===== config.mk =====
export PLATFORM = sky130hd
export DESIGN_NAME = irq_status_unit
export DESIGN_NICKNAME = d
export VERILOG_FILES = /design/src/rtl/irq_status_pkg.sv /design/src/rtl/irq_status_ctrl.sv /design/src/rtl/irq_status_dp.sv /design/src/rtl/irq_status_unit.sv
export SDC_FILE = /design/constraint.sdc
export NUM_CORES = 1
export LEC_CHECK = 0
export ABC_AREA = 1
export CAP_MARGIN = 20
export CELL_PAD_IN_SITES_DETAIL_PLACEMENT = 0
export CELL_PAD_IN_SITES_GLOBAL_PLACEMENT = 1
export CORE_ASPECT_RATIO = 1.5
export CORE_MARGIN = 2
export CORE_UTILIZATION = 29
export CTS_CLUSTER_SIZE = 28
export DETAILED_ROUTE_END_ITERATION = 10
export PLACE_DENSITY = 0.93
export SLEW_MARGIN = 0
export SYNTH_ARGS = -nofsm -noshare
export SYNTH_HDL_FRONTEND = slang
export SYNTH_SLANG_ARGS = --single-unit

===== constraint.sdc =====
create_clock -name clk -period 1.1 [get_ports clk]
set_clock_uncertainty 0.05 [all_clocks]
set_input_delay 0.22 -clock clk [delete_from_list [all_inputs] [get_ports clk]]
set_output_delay 0.22 -clock clk [all_outputs]
set_load 0.05 [all_outputs]

===== src/rtl/irq_status_pkg.sv =====
package irq_status_pkg;
  typedef struct packed {
    logic rdStatus;
    logic wrMask;
    logic selMask;
  } hostStrobeT;
endpackage


===== src/rtl/irq_status_ctrl.sv =====
module irq_status_ctrl
  import irq_status_pkg::*;
(
  input  logic       hostSel,
  input  logic       hostWr,
  input  logic       hostAddr,
  output hostStrobeT strobe
);
  // address 0: status (read clears visible bits), address 1: mask
  always_comb begin
    strobe.rdStatus = hostSel && !hostWr && !hostAddr;
    strobe.wrMask   = hostSel &&  hostWr &&  hostAddr;
    strobe.selMask  = hostAddr;
  end
endmodule


===== src/rtl/irq_status_dp.sv =====
module irq_status_dp
  import irq_status_pkg::*;
#(
  parameter int NUM_SRC = 6,
  parameter int DATA_W  = 8,
  parameter logic [NUM_SRC-1:0] LOCK_SRC = 6'b000011
) (
  input  logic               clk,
  input  logic               rstN,
  input  logic [NUM_SRC-1:0] evtPulse,
  input  hostStrobeT         strobe,
  input  logic [NUM_SRC-1:0] maskWdata,
  output logic [DATA_W-1:0]  hostRdata,
  output logic               irqOut,
  output logic               txLock
);
  localparam int PAD = DATA_W - NUM_SRC;

  logic [NUM_SRC-1:0] pendQ;
  logic [NUM_SRC-1:0] maskQ;
  logic [NUM_SRC-1:0] visible;

  assign visible = pendQ & ~maskQ;

  for (genvar k = 0; k < NUM_SRC; k++) begin : g_src
    // new pulse has priority over a clearing read
    always_ff @(posedge clk) begin
      if (!rstN)                                pendQ[k] <= 1'b0;
      else if (evtPulse[k])                     pendQ[k] <= 1'b1;
      else if (strobe.rdStatus && !maskQ[k])    pendQ[k] <= 1'b0;
    end
    always_ff @(posedge clk) begin
      if (!rstN)              maskQ[k] <= 1'b1;
      else if (strobe.wrMask) maskQ[k] <= maskWdata[k];
    end
  end

  always_comb begin
    hostRdata = '0;
    hostRdata[DATA_W-1:PAD] = strobe.selMask ? maskQ : visible;
  end

  always_ff @(posedge clk) begin
    if (!rstN) irqOut <= 1'b0;
    else       irqOut <= |visible;
  end

  assign txLock = |(pendQ & LOCK_SRC);
endmodule


===== src/rtl/irq_status_unit.sv =====
module irq_status_unit
  import irq_status_pkg::*;
#(
  parameter int NUM_SRC = 6,
  parameter int DATA_W  = 8
) (
  input  logic               clk,
  input  logic               rstN,
  input  logic [NUM_SRC-1:0] evtPulse,
  input  logic               hostSel,
  input  logic               hostWr,
  input  logic               hostAddr,
  input  logic [DATA_W-1:0]  hostWdata,
  output logic [DATA_W-1:0]  hostRdata,
  output logic               irqOut,
  output logic               txLock
);
  localparam int PAD = DATA_W - NUM_SRC;

  hostStrobeT strobe;
  logic unusedPad;
  assign unusedPad = ^hostWdata[PAD-1:0];

  irq_status_ctrl ctrl_i (
    .hostSel (hostSel),
    .hostWr  (hostWr),
    .hostAddr(hostAddr),
    .strobe  (strobe)
  );

  irq_status_dp #(.NUM_SRC(NUM_SRC), .DATA_W(DATA_W)) dp_i (
    .clk      (clk),
    .rstN     (rstN),
    .evtPulse (evtPulse),
    .strobe   (strobe),
    .maskWdata(hostWdata[DATA_W-1:PAD]),
    .hostRdata(hostRdata),
    .irqOut   (irqOut),
    .txLock   (txLock)
  );
endmodule


==> reports/qor.yml, run 1 <==
fin_crit_sh_pct: 122
drtPass1Iterations: 4
hold_viol_final: 0
wl_per_cell_um: 12.5
synth_area_um2: 656
drc: 0
cts.htree.levels: 1
max_cap_viol_count: 0
routed_wl_um: 2040
vias_per_cell: 4.69
peakVddDrop_uv: 655
drtIter0Drc: 11
fp.dieW_um: 42.8
crit_fanout: 2
cpPeakStageDelay_ns: 0.33
cts_buffer_depth: 2
startpoint: "dp_i.maskQ[5]$_SDFFE_PN1P_"
switching_power_mw: 0.431
start_util_pct: 30.1
fin_cells: 163
final_common_cell: "buf_4"
p_leak_nw: 0.689
grt_pass1_wl_um: 3350
fillers: 174
ys_seq_area_share_pct: 39.7
startpoint_type: "flip-flop"
drive_gt1_share_pct: 56.4
p_per_area_mw_per_mm2: 976
dp.cells: 142
routabilityCongestion: 0.814
clk_pin_slew_ns: 0.09
endpoint_kind: "primary output"
rsz0062_at_grt: "true"
grtUsageTotal_pct: 16.2
die_y_um: 62.2
root_buffer: "clkbuf_4"
syn_avg_cell_area_um2: 7.28
grt_max_degree: 14
ios: 29
power_frac_seq_pct: 40.0
rr_startpoint: "dp_i.maskQ[1]$_SDFFE_PN1P_"
antenna_found_initial: 0
status: "complete, but fails checks"
maxSlewViolCount: 0
fmax_mhz: 745
p_comb_share_pct: 37.5
synth_cell_types: 17
yosys_warnings: 0
grt_pass1_vias: 785
die_area_mm2: 0.00266
nNetsFinal: 160
crit_type: "reg -> out"
switching_share_pct: 32.4
antenna_cells: 0
hpwl_um: 1290
clock_sinks: 13
core_area_mm2: 0.00218
netlist_instances: 90
hp-class: "in -> reg"
clk_latency_ns: 0.27
synth-seq-cells: 13
ctsHoldBuffers: 0
layout_common_cells: "buf_4 (22), nand2_1 (15), clkdlybuf4s50_1 (13)"
internal-power_mw: 0.900
worst_ep_arrival_time_ns: 1.07
required_ns: 0.83
whs_ns: 0.231
hp-start: "rstN"
port_buffers: 24
worstPathCellList: "inv_2, nand2_4, o21ai_4, buf_12"
violations: "negative setup slack"
slowest_stage: "dfxtp_2"
cts_tree: "yes"
setup_slack_ns: -0.242
ant_nets: 0
rows: 21
vias: 764
numCtsBuffers: 3
clkPwrFrac_pct: 22.5
finalSetupViolations: 8
grt.overflow.total: 0
min_period_ns: 1.34
area_growth_pct: 108
synth_stat cells:
library cell	number	area share, %
inv_2	1	0.57
clkbuf_4	1	1.1
nor2_1	2	1.1
buf_4	2	2.3
o21ai_2	4	5.3
nand2_1	21	12
buf_2	1	0.76
nand3_2	1	1.5
a21oi_2	4	5.3
nand3_1	6	4.6
or2_2	1	0.95
a21oi_1	9	6.9
conb_1	1	0.57
buf_12	1	3.1
dfxtp_1	13	40
o21ai_0	8	6.1
inv_1	14	8.0
final timing paths:
kind                                      to  cells after the start  slack [ns]
hold reg to reg   dp_i.pendQ[0]$_SDFFE_PN0P_                      2        0.42
setup / recovery                hostRdata[7]                      4       -0.24
hold / removal    dp_i.pendQ[3]$_SDFFE_PN0P_                      3        0.23
setup reg to reg  dp_i.pendQ[1]$_SDFFE_PN0P_                      7           0
area by class of cell:
class	instances	area, µm²	area share, %
multi-input cells	58	405	29.8
well taps	23	28.8	2.11
repair buffers	50	568	41.7
inverters	15	60.1	4.41
flip-flops and latches	13	274	20.1
clock buffers	4	26.3	1.93
cells by family (layout without fill, tap and decap cells):
family	after synthesis	after routing	share of synthesized area, %
buffers and inverters	20	69	15.8
other	1	2	0.572
DFF	13	13	39.7
AOI/OAI and AO/OA	25	25	23.7
and+or+nand+nor	31	31	20.2
through the flow:
stage | utilization, % | area [µm²] | power (mW) | setup WS, ns | setup TNS, ns
global route | 62.5 | 1360 | 1.39 | -0.277 | -1.69
detailed placement | 50.8 | 1110 | 0.952 | -0.424 | -7.13
floorplan | - | 727 | 0.751 | 0.0299 | 0
global placement | 50.8 | 1110 | 0.945 | -0.401 | -6.83
CTS | 59.9 | 1310 | 1.32 | -0.248 | -1.50
finish | 62.5 | 1360 | 1.33 | -0.242 | -1.38
flip-flops by register name (all words and copies together), names as in the netlist:
register and count:
dp_i.pendQ 6, dp_i.irqOut 1, dp_i.maskQ 6
timing repair:
item	CTS	global route
gates resized for setup	35	4
gates cloned	1	0
pin swaps	8	6
endpoints found under the setup margin	19	10
buffers inserted	12	4
critical path, delay by kind of cell, from the launching register on:
kind | cells | cell delay [ns]
DFF | 1 | 0.33
AOI/OAI and AO/OA | 1 | 0.16
and+or+nand+nor | 1 | 0.06
buffers and inverters | 2 | 0.23
routing by layer:
| layer | GRT usage [%] | wire length, µm | vias up | share of wire [%] |
|---|---|---|---|---|
| met3 | 2.33 | 107 | 2 | 5.2 |
| met5 | 0 | 0 | - | 0 |
| met2 | 30.9 | 1150 | 22 | 56 |
| li1 | - | - | 383 | - |
| met1 | 16.8 | 771 | 357 | 38 |
| met4 | 6.25 | 10 | 0 | 0.49 |
power by group through the flow:
stage,registers [mW],logic (mW),clock network (mW)
6_report,0.532,0.499,0.299
4_1_cts,0.530,0.480,0.307
3_3_place_gp,0.526,0.419,0
5_1_grt,0.537,0.522,0.328
2_1_floorplan,0.531,0.219,0
3_5_place_dp,0.527,0.425,0
Power figures use the tool's default switching activity.
==> run 2, diff against run 1 <==
Settings changed: CTS_CLUSTER_SIZE 28 to 24.
==> results of run 2 <==
The final DEF is identical to that of run 1; final timing and power are the same.
